===== src/rtl/tagexec_pkg.sv =====
package tagexec_pkg;

    typedef enum logic [1:0] {
        TAG_ZERO = 2'b00,
        TAG_DATA = 2'b01,
        TAG_ADDR = 2'b10,
        TAG_RSVD = 2'b11
    } tag_e;

    localparam logic [2:0] OP_MOVI  = 3'b000;
    localparam logic [2:0] OP_MOV   = 3'b001;
    localparam logic [2:0] OP_LOAD  = 3'b010;
    localparam logic [2:0] OP_STORE = 3'b011;

    typedef enum logic [1:0] {
        SRC_IMM = 2'b00,
        SRC_REG = 2'b01,
        SRC_MEM = 2'b10
    } src_e;

    typedef struct packed {
        logic reg_we;
        logic mem_we;
        src_e src_sel;
        logic trap;
        logic illegal;
    } ctl_t;

    typedef struct packed {
        logic exc;
        logic ill;
    } stat_t;

endpackage


===== src/rtl/tagexec_bank.sv =====
module tagexec_bank #(
    parameter int DEPTH  = 4,
    parameter int WORD_W = 10,
    parameter int NUM_RD = 2,
    parameter int IDX_W  = (DEPTH > 1) ? $clog2(DEPTH) : 1
) (
    input  logic                          clk,
    input  logic                          rst_n,
    input  logic                          we,
    input  logic [IDX_W-1:0]              waddr,
    input  logic [WORD_W-1:0]             wdata,
    input  logic [NUM_RD-1:0][IDX_W-1:0]  rd_idx,
    output logic [NUM_RD-1:0][WORD_W-1:0] rd_data
);

    logic [WORD_W-1:0] words_d [DEPTH];
    logic [WORD_W-1:0] words_q [DEPTH];

    always_comb begin
        words_d = words_q;
        if (we) begin
            words_d[waddr] = wdata;
        end
    end

    always_ff @(posedge clk) begin
        if (!rst_n) begin
            words_q <= '{default: '0};
        end else begin
            words_q <= words_d;
        end
    end

    for (genvar p = 0; p < NUM_RD; p++) begin : g_rd
        assign rd_data[p] = words_q[rd_idx[p]];
    end

    // a committed write is visible at its address on the next cycle
    assert_write_lands_R2: assert property (@(posedge clk) disable iff (!rst_n)
        we |=> words_q[$past(waddr)] == $past(wdata));

endmodule


===== src/rtl/tagexec_decode.sv =====
module tagexec_decode
    import tagexec_pkg::*;
#(
    parameter int DATA_W    = 8,
    parameter int MEM_DEPTH = 16
) (
    input  logic              fire,
    input  logic [2:0]        op,
    input  logic [1:0]        imm_tag,
    input  logic [1:0]        ptr_tag,
    input  logic [DATA_W-1:0] ptr_val,
    output ctl_t              ctl
);

    localparam logic [DATA_W:0] DEPTH_LIM = MEM_DEPTH[DATA_W:0];

    logic ptr_ok;

    always_comb begin
        ptr_ok = (ptr_tag == TAG_ADDR) && ({1'b0, ptr_val} < DEPTH_LIM);
        ctl    = '{reg_we: 1'b0, mem_we: 1'b0, src_sel: SRC_IMM,
                   trap: 1'b0, illegal: 1'b0};
        if (fire) begin
            unique case (op)
                OP_MOVI: begin
                    if (imm_tag == TAG_RSVD) ctl.illegal = 1'b1;
                    else                     ctl.reg_we  = 1'b1;
                end
                OP_MOV: begin
                    ctl.reg_we  = 1'b1;
                    ctl.src_sel = SRC_REG;
                end
                OP_LOAD: begin
                    ctl.src_sel = SRC_MEM;
                    ctl.reg_we  = ptr_ok;
                    ctl.trap    = !ptr_ok;
                end
                OP_STORE: begin
                    ctl.mem_we = ptr_ok;
                    ctl.trap   = !ptr_ok;
                end
                default: ctl.illegal = 1'b1;
            endcase
        end
    end

endmodule


===== src/rtl/tagexec_core.sv =====
module tagexec_core
    import tagexec_pkg::*;
#(
    parameter int DATA_W    = 8,
    parameter int NUM_REGS  = 4,
    parameter int MEM_DEPTH = 16,
    parameter int REG_IDX_W = $clog2(NUM_REGS),
    parameter int MEM_IDX_W = $clog2(MEM_DEPTH)
) (
    input  logic                 clk,
    input  logic                 rst_n,
    input  logic                 in_valid,
    output logic                 in_ready,
    input  logic [2:0]           in_op,
    input  logic [REG_IDX_W-1:0] in_rd,
    input  logic [REG_IDX_W-1:0] in_rs,
    input  logic [1:0]           in_imm_tag,
    input  logic [DATA_W-1:0]    in_imm_val,
    input  logic [REG_IDX_W-1:0] dbg_reg_idx,
    output logic [1:0]           dbg_reg_tag,
    output logic [DATA_W-1:0]    dbg_reg_val,
    input  logic [MEM_IDX_W-1:0] dbg_mem_idx,
    output logic [1:0]           dbg_mem_tag,
    output logic [DATA_W-1:0]    dbg_mem_val,
    output logic                 exc_o,
    output logic                 illegal_o
);

    localparam int WORD_W = DATA_W + 2;
    localparam logic [DATA_W:0] DEPTH_LIM = MEM_DEPTH[DATA_W:0];

    logic                              fire;
    ctl_t                              ctl;
    logic [2:0][REG_IDX_W-1:0]         reg_ridx;
    logic [2:0][WORD_W-1:0]            reg_rdata;
    logic [1:0][MEM_IDX_W-1:0]         mem_ridx;
    logic [1:0][WORD_W-1:0]            mem_rdata;
    logic [WORD_W-1:0]                 ptr_word;
    logic [WORD_W-1:0]                 reg_wdata;
    stat_t                             st_d, st_q;

    assign in_ready = rst_n;
    assign fire     = in_valid && in_ready;

    // read port 0: move source / pointer, 1: store source, 2: debug
    assign reg_ridx = {dbg_reg_idx, in_rd, in_rs};
    assign ptr_word = reg_rdata[0];
    assign mem_ridx = {dbg_mem_idx, ptr_word[MEM_IDX_W-1:0]};

    tagexec_decode #(
        .DATA_W    (DATA_W),
        .MEM_DEPTH (MEM_DEPTH)
    ) decode_i (
        .fire    (fire),
        .op      (in_op),
        .imm_tag (in_imm_tag),
        .ptr_tag (ptr_word[WORD_W-1 -: 2]),
        .ptr_val (ptr_word[DATA_W-1:0]),
        .ctl     (ctl)
    );

    always_comb begin
        unique case (ctl.src_sel)
            SRC_REG: reg_wdata = reg_rdata[0];
            SRC_MEM: reg_wdata = mem_rdata[0];
            default: reg_wdata = {in_imm_tag, in_imm_val};
        endcase
    end

    tagexec_bank #(
        .DEPTH  (NUM_REGS),
        .WORD_W (WORD_W),
        .NUM_RD (3),
        .IDX_W  (REG_IDX_W)
    ) regs_i (
        .clk     (clk),
        .rst_n   (rst_n),
        .we      (ctl.reg_we),
        .waddr   (in_rd),
        .wdata   (reg_wdata),
        .rd_idx  (reg_ridx),
        .rd_data (reg_rdata)
    );

    tagexec_bank #(
        .DEPTH  (MEM_DEPTH),
        .WORD_W (WORD_W),
        .NUM_RD (2),
        .IDX_W  (MEM_IDX_W)
    ) mem_i (
        .clk     (clk),
        .rst_n   (rst_n),
        .we      (ctl.mem_we),
        .waddr   (ptr_word[MEM_IDX_W-1:0]),
        .wdata   (reg_rdata[1]),
        .rd_idx  (mem_ridx),
        .rd_data (mem_rdata)
    );

    always_comb begin
        st_d     = st_q;
        st_d.exc = st_q.exc | ctl.trap | ctl.illegal;
        st_d.ill = ctl.illegal;
    end

    always_ff @(posedge clk) begin
        if (!rst_n) st_q <= '0;
        else        st_q <= st_d;
    end

    assign exc_o       = st_q.exc;
    assign illegal_o   = st_q.ill;
    assign dbg_reg_tag = reg_rdata[2][WORD_W-1 -: 2];
    assign dbg_reg_val = reg_rdata[2][DATA_W-1:0];
    assign dbg_mem_tag = mem_rdata[1][WORD_W-1 -: 2];
    assign dbg_mem_val = mem_rdata[1][DATA_W-1:0];

    // a non-address pointer never lets a load or store write anything
    assert_trap_no_write_R6: assert property (@(posedge clk) disable iff (!rst_n)
        (in_valid && (in_op == OP_LOAD || in_op == OP_STORE)
         && ptr_word[WORD_W-1 -: 2] != TAG_ADDR) |-> !ctl.reg_we && !ctl.mem_we);

    // an address payload beyond the memory raises the flag
    assert_range_trap_R7: assert property (@(posedge clk) disable iff (!rst_n)
        (in_valid && (in_op == OP_LOAD || in_op == OP_STORE)
         && {1'b0, ptr_word[DATA_W-1:0]} >= DEPTH_LIM) |=> exc_o);

    // the illegal pulse always comes with the exception flag
    assert_illegal_flags_R8: assert property (@(posedge clk) disable iff (!rst_n)
        illegal_o |-> exc_o);

    // the exception flag never clears without reset
    assert_exc_sticky_R9: assert property (@(posedge clk) disable iff (!rst_n)
        exc_o |=> exc_o);

    // an idle cycle writes nothing
    assert_idle_quiet_R10: assert property (@(posedge clk) disable iff (!rst_n)
        !in_valid |-> !ctl.reg_we && !ctl.mem_we && !ctl.trap && !ctl.illegal);

endmodule


===== config.mk =====
export PLATFORM = sky130hd
export DESIGN_NAME = tagexec_core
export DESIGN_NICKNAME = d
export VERILOG_FILES = /design/src/rtl/tagexec_pkg.sv /design/src/rtl/tagexec_bank.sv /design/src/rtl/tagexec_decode.sv /design/src/rtl/tagexec_core.sv
export SDC_FILE = /design/constraint.sdc
export NUM_CORES = 1
export LEC_CHECK = 0
export BUFFER_PORTS_ARGS = -buffer_cell sky130_fd_sc_hd__buf_2
export CORE_MARGIN = 1
export CORE_UTILIZATION = 50
export DETAILED_ROUTE_END_ITERATION = 8
export GPL_ROUTABILITY_DRIVEN = 0
export PLACE_DENSITY = 0.7
export REMOVE_ABC_BUFFERS = 1
export SYNTH_ARGS = -nofsm -noshare
export SYNTH_HDL_FRONTEND = slang
export SYNTH_SLANG_ARGS = --single-unit

===== constraint.sdc =====
create_clock -name clk -period 2.3 [get_ports clk]
set_input_delay 0.23 -clock clk [delete_from_list [all_inputs] [get_ports clk]]
set_output_delay 0.23 -clock clk [all_outputs]
set_load 0.02 [all_outputs]

==> results.cfg <==
[synthesis]
synth_area_leaders = dfxtp_1 (35%), mux2i_1 (21%), mux4_2 (16%)
ys_seq_area_share_pct = 35.08
synth_largest_area_cell = dfxtp_1
synth_top_flop_cell = dfxtp_1
synth_cells = 1018
async_flop_share_pct = 0
synth_area_um2 = 11530
yosysTopAreaCellShare_pct = 35.08
yosysWarnings = 0
syn_area_per_cell_um2 = 11.32
synth_seq_cells = 202
synth_edf_count = 0
yosys.cell_types.count = 47

[cts]
cts_sinks = 202
cts_tree = built
clk_pin_slew_worst_paths_ns = 0.06
cts_hold_buf = 0
h-tree-depth = 1
ctsLongestPathBuffers = 3
clockRootBuffer = clkbuf_16
numCtsBuffers = 23
clock_latency_ns = 0.53

[route]
num_vias = 8579
dr.pass1.iters = 5
postRouteAntennaNets = 0
wire_per_inst_um = 22.66
post-route-drc-count = 0
wl_um = 32650
drt_iter0_markers = 756
vias_per_cell = 5.954

[outcome]
status = complete, but fails checks
violations = negative setup slack

[finish]
diodes = 0
drive_above_1_share_pct = 35.64
final_net_count = 1168
fin_util_pct = 62.23
area_growth_pct = 22.23
fill_cells = 1794

[setup_path]
critical_path.endpoint = regs_i.words_q[2]
end_kind = flop
r2r_start = regs_i.words_q[1]
critPathLaunchType = flop
r2r-end = regs_i.words_q[2]
r2r_cells = 8
cp.arrival_ns = 2.88
cp-startpoint = regs_i.words_q[1]
rrSetupSlack_ns = -0.18
timing_worst_setup_path_type = reg2reg
critPathMaxFanout = 13
cp.required_ns = 2.70

[sta]
slew_headroom_pct = 34.76
timing.final.ws_setup_ns = -0.1848
setup_viol = 40
period_needed_ns = 2.485
hold_violations = 0
whs_ns = 0.1042
tns_ns = -3.804
clock_skew_ns = 0.02293
timing.final.crit_share_pct = 108.0
tightestPinTransition_ns = 0.9786
slew_viol_final = 0
max_freq_mhz = 402.4
rsz0062_at_grt = true

[pwr]
p_sw_share_pct = 23.11
p_leak_nw = 6.045
peakVddDrop_mv = 0.4014
seqPwrFrac_pct = 45.1
internal_power_mw = 5.984
p_sw_mw = 1.798
power_density_nw_per_um2 = 552.3
power_frac_comb_pct = 6.0
p_clk_share_pct = 48.9

[die]
die_h_um = 153.8
ios = 49
die_x_um = 153.8
num_rows = 55
coreArea_um2 = 22640
initial_core_util_pct = 50.91
die-area_um2 = 23670

[global_routing]
grt_usage_pct = 27.69
grt_pass1_wl_um = 50340
grt_start_max_net_pins = 212
antenna_found_initial = 0
grt_pass1_vias = 8533
gr-total-overflow = 0

[worst_hold_path]
hp-class = in2reg

[placement]
port_buffers = 48
hpwl_um = 22280

[flow_run]
maxCapViolations = 0
==> worst max-delay path: stages (launching register included) <==
cell and delay [ns]:
dfxtp_2 0.32, mux4_4 0.66, buf_12 0.19, buf_16 0.16, mux2_4 0.31, a2bb2oi_1 0.15, nand3_1 0.12, a31oi_4 0.15
mux2_4 0.31
==> registers in the layout, summed over array words and instances (netlist names) <==
signal	count
regs_i.words_q	40
mem_i.words_q	160
exc_o	1
illegal_o	1
==> synthesized netlist by cell type (all sizes together), types with 2 or more instances <==
cell and number:
nor3 3, nand3 20, o31ai 9, nor2b 168
o221ai 9, and2 11, nand3b 2, buf 49
a211oi 9, nand2b 6, o22ai 16, mux2i 247
a21o 3, o21ai 13, dfxtp 202, mux2 37
nand2 41, a21oi 11, a31oi 2, a22o 5
inv 5, nor3b 3, nor2 12, mux4 80
clkbuf 45, ha 2
==> power by group through the flow <==
stage	Combinational, mW	Clock, mW	Sequential, mW
floorplan	0.173	0	3.59
global placement	0.440	0	3.59
detailed placement	0.441	0	3.59
CTS	0.456	3.83	3.51
global route	0.493	3.98	3.51
finish	0.469	3.80	3.51
==> worst min-delay path by stage <==
stage / start / to / slack [ns] / depth (start not counted)
after global routing: rst_n / mem_i.words_q[68] / 0.11 / 3
after global placement: regs_i.words_q[14] / regs_i.words_q[14] / 0.46 / 2
after CTS: rst_n / mem_i.words_q[68] / 0.1 / 3
after floorplan: in_op[2] / illegal_o / 0.36 / 2
final: rst_n / mem_i.words_q[68] / 0.10 / 3
after detailed placement: exc_o / exc_o / 0.47 / 2
==> through the flow <==
step	instance area, um2	power (mW)	cells	setup WS [ns]
floorplan	11000	3.764	924	-0.8310
global placement	12910	4.028	1393	-0.3431
detailed placement	12910	4.029	1393	-0.3789
CTS	13850	7.792	1437	-0.1569
global route	14090	7.986	1441	-0.2496
finish	14090	7.782	1441	-0.1848
==> logic make-up (layout without fill, tap and decap cells) <==
kind of cell | Yosys count | count (layout) | synth area share, %
buffers and inverters | 99 | 237 | 4.732
AO/OA/AOI/OAI | 79 | 79 | 5.199
multiplexers | 364 | 364 | 40.69
adder cells (fa/ha/maj) | 2 | 2 | 0.2170
flip-flops | 202 | 202 | 35.08
AND/OR/NAND/NOR | 272 | 272 | 14.08
==> cell usage in the layout (no fill, tap or decap), types with 5 or more instances in the layout <==
cell type,count
mux2i_1,244
o221ai_4,6
buf_2,46
buf_6,9
mux4_2,79
nand2_1,40
nand3_1,8
dfxtp_1,197
o22ai_2,6
dfxtp_2,5
a211oi_1,5
clkbuf_16,24
nand2b_1,6
mux2_2,35
a21oi_1,11
nand3_2,11
nor2b_1,167
nor2_1,8
buf_4,112
o21ai_0,8
buf_12,21
a22o_1,5
o22ai_1,9
o31ai_2,7
clkinv_2,8
and2_1,9
==> layout make-up <==
| cell class | instances | area, um2 | share of cell area [%] |
|---|---|---|---|
| well taps | 285 | 356.6 | 2.531 |
| inverters | 5 | 21.27 | 0.1510 |
| clock inverters | 13 | 146.4 | 1.039 |
| repair buffers | 191 | 1660 | 11.78 |
| flip-flops and latches | 202 | 4050 | 28.75 |
| clock buffers | 28 | 624.3 | 4.431 |
| multi-input cells | 717 | 7231 | 51.32 |
==> timing repair <==
item | 4_1_cts | 5_1_grt
cloned | 0 | 1
buffers inserted | 5 | 3
setup endpoints to repair | 104 | 148
pin swaps | 10 | 9
gates resized for setup | 27 | 43
==> per-layer routing <==
metal	global-route usage (%)	part of all wire (%)	vias up
li1	-	-	3950
met2	44.59	46	342
met1	38.48	44	4225
met5	0	0	-
met4	8.190	2.5	0
met3	4.256	7.0	62
Note: power is estimated with default switching activity, not from simulation.
